==> config.mk <==
export PLATFORM = sky130hd
export DESIGN_NAME = lcd_row_refresh
export DESIGN_NICKNAME = d
export VERILOG_FILES = /design/src/rtl/lcd_pkg.sv /design/src/rtl/lcd_timebase.sv /design/src/rtl/lcd_fetch.sv /design/src/rtl/lcd_shifter.sv /design/src/rtl/lcd_row_refresh.sv
export SDC_FILE = /design/constraint.sdc
export NUM_CORES = 1
export LEC_CHECK = 0
export BUFFER_PORTS_ARGS = -buffer_cell sky130_fd_sc_hd__buf_2
export CAP_MARGIN = 10
export CORE_ASPECT_RATIO = 0.6
export CORE_MARGIN = 2
export CORE_UTILIZATION = 45
export DETAILED_ROUTE_END_ITERATION = 8
export GPL_ROUTABILITY_DRIVEN = 0
export PLACE_DENSITY = 0.78
export SLEW_MARGIN = 20
export SYNTH_ARGS = -nofsm -noshare
export SYNTH_HDL_FRONTEND = slang
export SYNTH_SLANG_ARGS = --single-unit
==> constraint.sdc <==
create_clock -name clk -period 2.5 [get_ports clk]
set_input_delay 0.5 -clock clk [delete_from_list [all_inputs] [get_ports clk]]
set_output_delay 0.5 -clock clk [all_outputs]
set_load 0.005 [all_outputs]
==> src/rtl/lcd_pkg.sv <==
package lcd_pkg;
  typedef enum logic [1:0] {F_IDLE, F_REQ, F_READ, F_CAPT} fetch_st_e;
  typedef enum logic [1:0] {S_IDLE, S_SHIFT, S_LATCH} shift_st_e;
endpackage

==> src/rtl/lcd_timebase.sv <==
module lcd_timebase #(
  parameter int ROW_PERIOD = 40
) (
  input  logic clk,
  input  logic rst_n,
  input  logic en,
  output logic row_start
);
  localparam int TW = (ROW_PERIOD > 2) ? $clog2(ROW_PERIOD) : 1;
  logic [TW-1:0] tick_q, tick_d;

  assign row_start = en && (tick_q == TW'(ROW_PERIOD - 1));

  always_comb begin
    if (!en)           tick_d = '0;
    else if (row_start) tick_d = '0;
    else               tick_d = tick_q + 1'b1;
  end

  always_ff @(posedge clk or negedge rst_n) begin
    if (!rst_n) tick_q <= '0;
    else        tick_q <= tick_d;
  end
endmodule

==> src/rtl/lcd_fetch.sv <==
module lcd_fetch
  import lcd_pkg::*;
#(
  parameter int ROWS   = 64,
  parameter int WORDS  = 2,
  parameter int WORD_W = 8,
  parameter int AW     = 12
) (
  input  logic                    clk,
  input  logic                    rst_n,
  input  logic                    en,
  input  logic                    row_start,
  input  logic [AW-1:0]           base_addr,
  input  logic                    halt_ack,
  input  logic [WORD_W-1:0]       ram_rdata,
  output logic                    halt_req,
  output logic                    ram_rd,
  output logic [AW-1:0]           ram_addr,
  output logic [$clog2(ROWS)-1:0] line_count,
  output logic                    row_load,
  output logic [WORDS*WORD_W-1:0] row_bits
);
  localparam int LW  = $clog2(ROWS);
  localparam int WIW = (WORDS > 1) ? $clog2(WORDS) : 1;

  fetch_st_e       st_q, st_d;
  logic [LW-1:0]   line_q, line_d, frow_q, frow_d;
  logic [AW-1:0]   fbase_q, fbase_d;
  logic [WIW-1:0]  widx_q, widx_d, cidx_q;
  logic            cap_q, load_q;
  logic [WORDS*WORD_W-1:0] row_q;

  always_comb begin
    st_d    = st_q;
    line_d  = line_q;
    frow_d  = frow_q;
    fbase_d = fbase_q;
    widx_d  = widx_q;
    if (!en) begin
      st_d = F_IDLE;
    end else begin
      case (st_q)
        F_IDLE: if (row_start) begin
          st_d   = F_REQ;
          frow_d = line_q;
          line_d = (line_q == LW'(ROWS - 1)) ? '0 : line_q + 1'b1;
          if (line_q == '0) fbase_d = base_addr;
        end
        F_REQ: if (halt_ack) begin
          st_d   = F_READ;
          widx_d = '0;
        end
        F_READ: begin
          if (widx_q == WIW'(WORDS - 1)) st_d = F_CAPT;
          else                           widx_d = widx_q + 1'b1;
        end
        default: st_d = F_IDLE;
      endcase
    end
  end

  always_ff @(posedge clk or negedge rst_n) begin
    if (!rst_n) begin
      st_q    <= F_IDLE;
      line_q  <= '0;
      frow_q  <= '0;
      fbase_q <= '0;
      widx_q  <= '0;
    end else begin
      st_q    <= st_d;
      line_q  <= line_d;
      frow_q  <= frow_d;
      fbase_q <= fbase_d;
      widx_q  <= widx_d;
    end
  end

  // capture path: data returns one cycle after each read
  always_ff @(posedge clk or negedge rst_n) begin
    if (!rst_n) begin
      cap_q  <= 1'b0;
      cidx_q <= '0;
      load_q <= 1'b0;
      row_q  <= '0;
    end else begin
      cap_q  <= ram_rd;
      cidx_q <= widx_q;
      load_q <= en && (st_q == F_CAPT);
      if (cap_q) row_q[int'(cidx_q)*WORD_W +: WORD_W] <= ram_rdata;
    end
  end

  assign halt_req   = (st_q == F_REQ) || (st_q == F_READ) || (st_q == F_CAPT);
  assign ram_rd     = (st_q == F_READ);
  assign ram_addr   = fbase_q + AW'(frow_q) * AW'(WORDS) + AW'(widx_q);
  assign line_count = line_q;
  assign row_load   = load_q;
  assign row_bits   = row_q;
endmodule

==> src/rtl/lcd_shifter.sv <==
module lcd_shifter
  import lcd_pkg::*;
#(
  parameter int PIX = 16
) (
  input  logic           clk,
  input  logic           rst_n,
  input  logic           load,
  input  logic [PIX-1:0] row_bits,
  output logic           pix_data,
  output logic           pix_clk,
  output logic           row_latch
);
  localparam int CW = (PIX > 2) ? $clog2(PIX) : 1;

  shift_st_e      st_q, st_d;
  logic [PIX-1:0] sr_q, sr_d;
  logic [CW-1:0]  cnt_q, cnt_d;

  always_comb begin
    st_d  = st_q;
    sr_d  = sr_q;
    cnt_d = cnt_q;
    case (st_q)
      S_IDLE: if (load) begin
        st_d  = S_SHIFT;
        sr_d  = row_bits;
        cnt_d = CW'(PIX - 1);
      end
      S_SHIFT: begin
        sr_d = sr_q >> 1;
        if (cnt_q == '0) st_d = S_LATCH;
        else             cnt_d = cnt_q - 1'b1;
      end
      default: st_d = S_IDLE;
    endcase
  end

  always_ff @(posedge clk or negedge rst_n) begin
    if (!rst_n) begin
      st_q  <= S_IDLE;
      sr_q  <= '0;
      cnt_q <= '0;
    end else begin
      st_q  <= st_d;
      sr_q  <= sr_d;
      cnt_q <= cnt_d;
    end
  end

  assign pix_clk   = (st_q == S_SHIFT);
  assign pix_data  = pix_clk && sr_q[0];
  assign row_latch = (st_q == S_LATCH);
endmodule

==> src/rtl/lcd_row_refresh.sv <==
module lcd_row_refresh #(
  parameter int ROWS       = 64,
  parameter int ROW_PERIOD = 40,
  parameter int WORDS      = 2,
  parameter int WORD_W     = 8,
  parameter int AW         = 12,
  parameter int CW         = 5,
  parameter int LW         = $clog2(ROWS)
) (
  input  logic              clk,
  input  logic              rst_n,
  input  logic              disp_en,
  input  logic [AW-1:0]     base_addr,
  input  logic [CW-1:0]     contrast_in,
  input  logic              contrast_we,
  input  logic              halt_ack,
  input  logic [WORD_W-1:0] ram_rdata,
  output logic              halt_req,
  output logic              ram_rd,
  output logic [AW-1:0]     ram_addr,
  output logic [LW-1:0]     line_count,
  output logic              pix_data,
  output logic              pix_clk,
  output logic              row_latch,
  output logic [CW-1:0]     contrast_out
);
  localparam int PIX = WORDS * WORD_W;

  logic           row_start, row_load;
  logic [PIX-1:0] row_bits;
  logic [CW-1:0]  contr_q, contr_d;

  lcd_timebase #(.ROW_PERIOD(ROW_PERIOD)) u_tb (
    .clk(clk), .rst_n(rst_n), .en(disp_en), .row_start(row_start)
  );

  lcd_fetch #(.ROWS(ROWS), .WORDS(WORDS), .WORD_W(WORD_W), .AW(AW)) u_fetch (
    .clk(clk), .rst_n(rst_n), .en(disp_en), .row_start(row_start),
    .base_addr(base_addr), .halt_ack(halt_ack), .ram_rdata(ram_rdata),
    .halt_req(halt_req), .ram_rd(ram_rd), .ram_addr(ram_addr),
    .line_count(line_count), .row_load(row_load), .row_bits(row_bits)
  );

  lcd_shifter #(.PIX(PIX)) u_shift (
    .clk(clk), .rst_n(rst_n), .load(row_load), .row_bits(row_bits),
    .pix_data(pix_data), .pix_clk(pix_clk), .row_latch(row_latch)
  );

  assign contr_d = contrast_we ? contrast_in : contr_q;

  always_ff @(posedge clk or negedge rst_n) begin
    if (!rst_n) contr_q <= '0;
    else        contr_q <= contr_d;
  end

  assign contrast_out = contr_q;
endmodule

* Word level (Yosys, flattened, before mapping)
Index checks and enable logic that the tools add are counted.
** Cells by class
- Equality and inequality tests :: 14
- Muxes and demuxes :: 20
- Shift-type cells :: 2
- Reductions and logical operators :: 18
- $add $sub $neg :: 7
** Operators by type and width (number)
- negator 4 -> 33 bit :: 1
- variable shift 8 x 33 -> 16 bit, first input constant :: 1
- variable part select 8 x 33 -> 16 bit :: 1
- one-hot mux 16 bit (2 select lines) :: 1
- 2-to-1 mux 6 bit :: 3
- bitwise mux 16 bit :: 1
- 2-to-1 mux 16 bit :: 1
- adder 12 x 1 -> 12 bit :: 1
- adder 12 x 7 -> 12 bit :: 1
- adder 6 x 1 -> 6 bit, second input constant :: 2
- equality test 6 bit, second input constant :: 2
- 2-to-1 mux 2 bit :: 6
- AND reduction 3 bit :: 4
- != test 3 bit, second input constant :: 3
- 2-to-1 mux 4 bit :: 2
- != test 2 bit, second input constant :: 4
- one-hot mux 4 bit (2 select lines) :: 1
- equality test 2 bit, second input constant :: 3
- zero test 6 bit :: 1
- one-hot mux 2 bit (3 select lines) :: 1
- equality test 2 x 1 -> 1 bit, second input constant :: 2
- zero test 2 bit :: 2
- zero test 4 bit :: 1
- one-hot mux 2 bit (2 select lines) :: 1
- 9 further kinds :: 15
** Word-level totals
- Word-level logic and storage cells :: 75
- Register bits after elaboration :: 79
- Output and inout bits :: 28
- Input bits :: 30

* Longest topological paths before layout
Gate-level depths: netlist of the first run.
- Word-level depth :: 5
- Depth in mapped cells :: 6
- Depth with buffers taken out :: 6

* Hierarchy
Synthesis of the first run repeated with hierarchy kept, for this count alone.
** Unflattened totals
- Cell total of the unflattened synthesis :: 343
- Area total of the unflattened synthesis :: 3849.9 um^2
** Modules (own cells, without submodules)
- lcd_fetch :: seq. area each 1151.1 um^2, cells an instance 200, area an instance 2318.5 um^2, times used 1
- lcd_shifter :: seq. area each 550.5 um^2, cells an instance 109, area an instance 1078.5 um^2, times used 1
- lcd_timebase :: seq. area each 150.1 um^2, cells an instance 24, area an instance 271.5 um^2, times used 1
- lcd_row_refresh :: seq. area each 125.1 um^2, cells an instance 10, area an instance 181.4 um^2, times used 1

* Least setup slack after synthesis of the first run
OpenSTA, ideal clock, no wires.
- Kind :: register to output
- Start :: register u_fetch.widx_q
- End :: output port ram_addr[8]
- Required time :: 2000 ps
- Slack :: 185 ps
- Arrival time :: 1815 ps
- Cell stages (with the launch flop) :: 7
- Path buffers :: 0
- Cells stage by stage :: dfrtp_1 -> ha_1 -> fa_1 -> a21oi_1 -> o221ai_1 -> o2111ai_1 -> a21boi_0
** On the way
- Longest elaborated chain between the ends :: 1
** Ends and longest elaborated chain
- start: declaration :: line lcd_fetch.sv:29 : logic [WIW-1:0] widx_q, widx_d, cidx_q;
- start signal: assignment :: line lcd_fetch.sv:74 : widx_q <= widx_d;
- adder 12 x 1 -> 12 bit :: line lcd_fetch.sv:95 : assign ram_addr = fbase_q + AW'(frow_q) * AW'(WORDS) + AW'(widx_q);
- end: declaration :: line lcd_row_refresh.sv:20 : output logic [AW-1:0] ram_addr,
Every way passes these cells.

* Final worst setup path of the first run
- Start :: register u_fetch.frow_q[0]
- End :: output port ram_addr[9]
** On the way
- Longest elaborated chain between the ends :: 2
** Ends and longest elaborated chain
- start: declaration :: line lcd_fetch.sv:27 : logic [LW-1:0] line_q, line_d, frow_q, frow_d;
- start signal: assignment :: line lcd_fetch.sv:72 : frow_q <= frow_d;
- adder 12 x 7 -> 12 bit :: line lcd_fetch.sv:95
- adder 12 x 1 -> 12 bit :: line lcd_fetch.sv:95
Every way passes these cells.

==> summary.txt, run 1 <==
Outcome
  • Status: finished with violations
  • Failing checks: setup timing

GRT
  • Total grt overflow: 0
  • Largest net degree at the start of global routing: between 40 and 50
  • Gr usage total: about 19%
  • Initial antenna violation count: 0
  • Vias in the first global route: between 2,000 and 3,000
  • First-pass GRT wire length: 12,800 um

STA
  • Clock Skews: ~0.0050 ns
  • Worst Tran Pin Value: between 0.5 and 0.6 ns
  • TNS Setup: -0.279 ns
  • Final Cycle Share: 103%
  • F_max: approximately 390 MHz
  • Final setup fails: 5
  • Slack of the critical path: -0.0854 ns
  • Pins Over Slew Limit: 0
  • Hold Fails Final Rpt: 0
  • RSZ-0062 raised after global routing: true
  • Fin crit period: about 2.6 ns
  • Rel. slew slack: 65.2%

Setup path
  • CP Capture Point: ram_addr[9]
  • Crit-path cells: ha_1 > a211oi_2 > o211ai_1 > buf_4 > nand4_1 > xnor2_1 > buf_2
  • Reg-to-reg slack, setup: roughly 0.6 ns
  • Setup crit start: u_fetch.frow_q[0]
  • R2R Path End: u_fetch.fbase_q[11]
  • Max Fanout on Critical Path: 3
  • Worst setup EP type: primary output
  • Crit path DAT: around 2.1 ns
  • Crit path required time: about 2.0 ns
  • Worst R2R Path Depth: 4
  • Startpoint types: flip-flop
  • FF-to-FF Start: u_fetch.line_count[3]
  • Max incr delay on CP: around 0.42 ns
  • CP max stage cell: dfrtp_1
  • CP Class: reg -> out

Route
  • DRT Pass-1 Iters: 4
  • DRC viols: 0
  • WL final: about 7800 um
  • Iter 0 DRT Violations: 90
  • Via-to-Cell Ratio: ~5.2
  • Via count: approximately 2,600
  • Routed Antenna Nets: 0
  • Wire per inst: about 16 um

Placed design
  • Port Buffers: 57
  • DP HPWL: 5240 um
  • Post-Place Setup Slack: -0.0567 ns

Floorplanning
  • Width of the die: 122 um
  • Die area: ~0.009 mm2
  • # IOs: between 50 and 60
  • Initial Util: about 47%
  • Rows: 25
  • Die span in y: about 75 um
  • Core Box Area: between 0.008 and 0.009 mm2

Pwr
  • Comb pwr share: around 3.3%
  • Maximum VDD drop: about 0.36 mV
  • Cell Int Power: 2.27 mW
  • Sw frac: between 10% and 20%
  • P per Cell Area: ~600 mW/mm2
  • Lkg Pwr: 2.28 nW
  • Sequential Power Share: roughly 47%
  • Total design power: ~2.8 mW
  • Psw: between 0.5 and 0.6 mW
  • Clock share of power: around half

Logic synthesis
  • Primary FF master, synth: dfrtp_1
  • Top cells by instance count after synthesis: 79 x dfrtp_1, 30 x nand2_1, 27 x mux2_2
  • Avg Synthesized Cell Area: about 12 um2
  • Synth area leader: dfrtp_1
  • Ys async rst share: 100%
  • Top-area cell type share of the netlist area: approximately 52%
  • Synth Register Bits: between 70 and 80
  • Mapped cell area: around 0.0038 mm2
  • Top post-synthesis cells by area: dfrtp_1 52%, mux2_2 8.1%, ha_1 5.0%
  • Most instantiated library cell after synthesis: dfrtp_1
  • Cells after synthesis: approximately 320
  • Warnings, synthesis: 0
  • Syn nets: 362
  • Register area share after synthesis: a little over half
  • Synth unique cells: 47
  • Post-synth EDFFs: 0

Clock tree
  • H-tree levels: 3
  • Clk root buf: clkbuf_16
  • Max Buffers Root-to-Sink: 2
  • Clk sinks: around 80
  • Clock Pin Slew Worst Setup and Hold Paths: 0.06 ns
  • Total clock buffers created by CTS: 9
  • Clock latency on the worst-skew pair: roughly 0.33 ns
  • CTS Hold Bufs: 0
  • CTS tree: done

Cells and area
  • Syn-to-layout area delta: 24.2%
  • Area occupied by registers: 0.00198 mm2
  • Finished Core Util: 58.5%
  • Antenna diodes: 0
  • Fillers: about 680
  • Share of cells above drive strength 1: approximately a third
  • Multi-input logic area: roughly 0.0018 mm2
  • Nets@finish: 435

Hold path
  • Hold WC Path Type: in -> async

Job
  • Maxcap violations: 0
-- flip-flops by register name (all words and copies together) (netlist names) --
name,count
u_fetch.cap_q,1
u_fetch.line_count,6
u_shift.cnt_q,4
u_fetch.frow_q,6
contrast_out,5
u_shift.st_q,2
u_tb.tick_q,6
u_fetch.widx_q,1
u_fetch.cidx_q,1
u_fetch.st_q,2
u_fetch.fbase_q,12
u_shift.sr_q,16
u_fetch.row_bits,16
u_fetch.row_load,1
-- critical path, delay by kind of cell, from the launching register on --
family                   cells  cell delay, ns
AO/OA/AOI/OAI                2            0.47
flip-flops                   1            0.42
buffers and inverters        2            0.29
AND/OR/NAND/NOR              1            0.10
adder cells (fa/ha/maj)      1            0.36
XOR/XNOR                     1            0.11
-- power groups by stage --
stage                     clock [mW]  sequential [mW]  combinational [mW]
after floorplan                    0             1.33              0.0261
after global placement             0             1.33              0.0922
after detailed placement           0             1.33              0.0953
after CTS                       1.44             1.31              0.0957
after global routing            1.50             1.31               0.106
final                           1.41             1.31              0.0922
-- worst min-delay path by stage --
stage                          startpoint                  to  depth (start not counted)
after floorplan                     rst_n     contrast_out[0]                          0
after global placement     u_tb.tick_q[0]      u_tb.tick_q[0]                          1
after detailed placement  u_shift.sr_q[1]     u_shift.sr_q[1]                          2
after CTS                           rst_n    u_shift.cnt_q[2]                          1
after global routing                rst_n  u_fetch.fbase_q[9]                          1
final                               rst_n  u_fetch.fbase_q[7]                          1
-- kinds of logic (layout without fill, tap and decap cells) --
kind of cell	after synthesis	after routing	synth area share [%]
flip-flops	79	79	52.4
AND/OR/NAND/NOR	71	71	9.92
AO/OA/AOI/OAI	57	57	9.19
multiplexers	52	52	16.0
buffers and inverters	25	103	3.25
adder cells (fa/ha/maj)	16	16	5.51
XOR/XNOR	16	16	3.71
-- timing repair --
action,4_1_cts,5_1_grt
endpoints found under the setup margin,5,7
cloned,0,0
resized for setup,8,11
buffers inserted,4,4
pin swaps,5,9
-- layout by cell type, fill, tap and decap left out, types with 3 or more instances in the layout --
cell       instances
dfrtp_1           79
buf_2             56
nand2_1           29
mux2_2            27
o21ai_0           23
inv_1             16
mux2i_1           15
buf_4             14
ha_1              11
xnor2_1           10
mux2_4            10
a21oi_1            9
clkbuf_16          9
nor2_1             7
nand3_1            6
xor2_1             6
nor2b_1            6
and2_1             5
and3_1             4
o211ai_1           4
ha_4               4
a21o_1             3
-- final cells by class --
type                       count  share of cell area (%)
inverter                      16                    1.28
timing repair buffer          71                    8.65
clock inverter                 3                    1.39
sequential                    79                    42.2
tap                          108                    2.88
clock buffer                  13                    5.55
multi-input combinational    212                    38.1
-- routing by layer --
metal	part of all wire (%)	global-route usage, %	up-vias	wire length (um)
li1	-	-	1266	-
met1	50	26.0	1289	3860
met2	45	28.1	48	3540
met3	4.1	5.68	8	319
met4	0.87	5.75	0	68
met5	0	0	-	0
-- through the flow --
step,cell area [um2],hold WS (ns),std cells
after floorplan,3770,0.204,316
after global placement,4190,0.447,478
after detailed placement,4190,0.473,478
after CTS,4580,0.152,498
after global routing,4690,0.171,502
final,4690,0.140,502
(Power assumes the default switching activity.)
==> run 2, diff against run 1 <==
Settings changed: CELL_PAD_IN_SITES_DETAIL_PLACEMENT from default to 0, CELL_PAD_IN_SITES_GLOBAL_PLACEMENT from default to 2, CORE_UTILIZATION 45 to 38, PLACE_DENSITY 0.78 to 0.92.
==> run 2 against run 1 <==
The run still ends with setup timing left. Sequential share of layout area increased by 0.85 points. Core utilization decreased by 11 points. Cell count increased by 4.4%. Global-route usage decreased by 3.7 points. Flip-flop and latch count unchanged. Design area decreased by 2.0%. Maximum frequency about the same. Clock power decreased by 20%. Register-to-register slack about the same. Critical path type unchanged. Largest cell class unchanged.
==> summary.txt, run 2 (synthesis gave the netlist of run 1 again) <==
STA
  • RSZ-0062 raised after global routing: true
  • Clock Skews: between 0.008 and 0.009 ns
  • Slack of the critical path: -0.0857 ns
  • F_max: 387 MHz
  • Rel. slew slack: 46.8%
  • Pins Over Slew Limit: 0
  • Hold Fails Final Rpt: 0
  • WHS: 0.174 ns
  • Worst Tran Pin Value: 0.796 ns
  • Fin crit period: 2.59 ns
  • Final setup fails: 2
  • Final Cycle Share: 103%

Route
  • DRC viols: 0
  • Via count: roughly 2,500
  • WL final: approximately 7500 um
  • Wire per inst: 14.2 um
  • Routed Antenna Nets: 0
  • DRT Pass-1 Iters: 4
  • Via-to-Cell Ratio: ~4.8
  • Iter 0 DRT Violations: roughly 130

Cells and area
  • Share of cells above drive strength 1: between 30% and 40%
  • Antenna diodes: 0
  • Nets@finish: approximately 430
  • Fillers: 918
  • Multi-input logic area: ~0.0017 mm2
  • Commonest non-fill, non-tap cell in the layout: dfrtp_1
  • Post-route insts no fill: approximately 520
  • Commonest non-fill, non-tap cells in the layout: 79 x dfrtp_1, 56 x buf_2, 30 x nand2_1, 27 x mux2_2, 23 x o21ai_0
  • Syn-to-layout area delta: 21.8%
  • Area occupied by registers: just under 0.002 mm2
  • Finished Core Util: between 40 and 50%

Placed design
  • Port Buffers: 57
  • DP HPWL: 5400 um
  • Post-Place Setup Slack: between 0.015 and 0.02 ns
  • Placed cell count: roughly 500

Outcome
  • Failing checks: setup timing
  • Status: finished with violations

Clock tree
  • Clock Pin Slew Worst Setup and Hold Paths: around 0.060 ns
  • H-tree levels: 3
  • Clock latency on the worst-skew pair: around 0.33 ns
  • CTS tree: done
  • Clk root buf: clkbuf_16
  • Max Buffers Root-to-Sink: 2
  • Total clock buffers created by CTS: 9
  • Clk sinks: 79

Floorplanning
  • Die area: approximately 0.011 mm2
  • Die span in y: slightly above 80 um
  • Initial Util: between 30 and 40%
  • # IOs: 58
  • Rows: 28
  • Core Box Area: 0.00974 mm2
  • Width of the die: between 100 and 150 um

Pwr
  • Cell Int Power: 2.02 mW
  • Maximum VDD drop: between 0.3 and 0.4 mV
  • Clock share of power: 44.6%
  • Total design power: 2.53 mW
  • Lkg Pwr: between 2 and 2.5 nW
  • Sw frac: around a fifth
  • Psw: ~0.51 mW
  • Comb pwr share: under 10%
  • P per Cell Area: between 500 and 600 mW/mm2
  • Sequential Power Share: between 50% and 60%

Job
  • Maxcap violations: 0

Setup path
  • Max Fanout on Critical Path: 3
  • Startpoint types: flip-flop
  • Max incr delay on CP: about 0.38 ns
  • Crit path required time: roughly 2.0 ns
  • Crit-path cells: ha_2 > fa_2 > a21oi_2 > o221ai_2 > o211ai_1 > xnor2_1 > buf_2
  • Crit path DAT: between 2 and 2.5 ns
  • CP max stage cell: dfrtp_1
  • Worst setup EP type: primary output
  • CP Class: reg -> out

Hold path
  • Hold WC Path Type: in -> async

GRT
  • Vias in the first global route: approximately 2,400
  • First-pass GRT wire length: 12,300 um
  • Largest net degree at the start of global routing: 45
  • Gr usage total: around 15%
  • Initial antenna violation count: 0
  • Total grt overflow: 0
==> run 2: changes by cell type in the layout (fill, tap and decap cells not counted), moves of 2 or more <==
| cell | delta |
|---|---|
| buf_4 | -2 |
| a21oi_2 | +3 |
| bufinv_16 | -2 |
| a21oi_4 | -2 |
==> run 2: metal layers <==
layer | vias to the layer above | wire [um] | global-route usage, %
met3 | 8 | 301 | 4.99
met4 | 0 | 69 | 4.52
met2 | 44 | 3040 | 20.6
met1 | 1216 | 4040 | 21.9
met5 | - | 0 | 0
li1 | 1247 | - | -
==> run 2: cell type report <==
type | instances | share of cell area [%]
clock inverters | 2 | 0.218
inverters | 16 | 1.31
clock buffers | 11 | 5.28
repair buffers | 69 | 8.50
flip-flops and latches | 79 | 43.0
multi-input cells | 212 | 38.0
well taps | 135 | 3.68
==> run 2: through the flow <==
stage          instance area, um2  TNS (ns)
2_1_floorplan                3770         0
3_3_place_gp                 4230         0
3_5_place_dp                 4230         0
4_1_cts                      4550    -0.214
5_1_grt                      4590    -0.643
6_report                     4590    -0.164
==> run 2: what timing repair did <==
item                       CTS  global route
hold buffers                 0             0
pin swaps                    4             6
setup buffers                3             3
gates resized for setup      9             5
setup endpoints to repair    6             7
==> run 2: power groups by stage <==
| stage | sequential [mW] | combinational, mW | clock, mW |
|---|---|---|---|
| 4_1_cts | 1.31 | 0.0977 | 1.17 |
| 3_5_place_dp | 1.33 | 0.0974 | 0 |
| 3_3_place_gp | 1.33 | 0.0953 | 0 |
| 6_report | 1.31 | 0.0940 | 1.13 |
| 5_1_grt | 1.31 | 0.108 | 1.23 |
| 2_1_floorplan | 1.33 | 0.0261 | 0 |
==> run 2: critical path: cells and delay by family (launching register included) <==
kind / cells / cell delay, ns
flops: 1 / 0.38
fa+ha+maj: 2 / 0.55
buf+inv: 1 / 0.14
compound gates: 3 / 0.54
xor+xnor: 1 / 0.15
==> run 2: path summary, 6_finish.rpt <==
check | cells past startpoint | to | from | slack (ns)
worst max-delay path | 7 | ram_addr[10] | u_fetch.fbase_q[0] | -0.09
worst min-delay path | 1 | u_fetch.row_bits[2] | rst_n | 0.17
worst max register to register | 5 | u_fetch.fbase_q[0] | u_fetch.st_q[0] | 0.59
worst min register to register | 1 | u_tb.tick_q[0] | u_tb.tick_q[0] | 0.47
max in group asynchronous | 2 | u_fetch.frow_q[0] | rst_n | 1.73
min in group clk | 2 | u_fetch.fbase_q[8] | base_addr[8] | 0.40
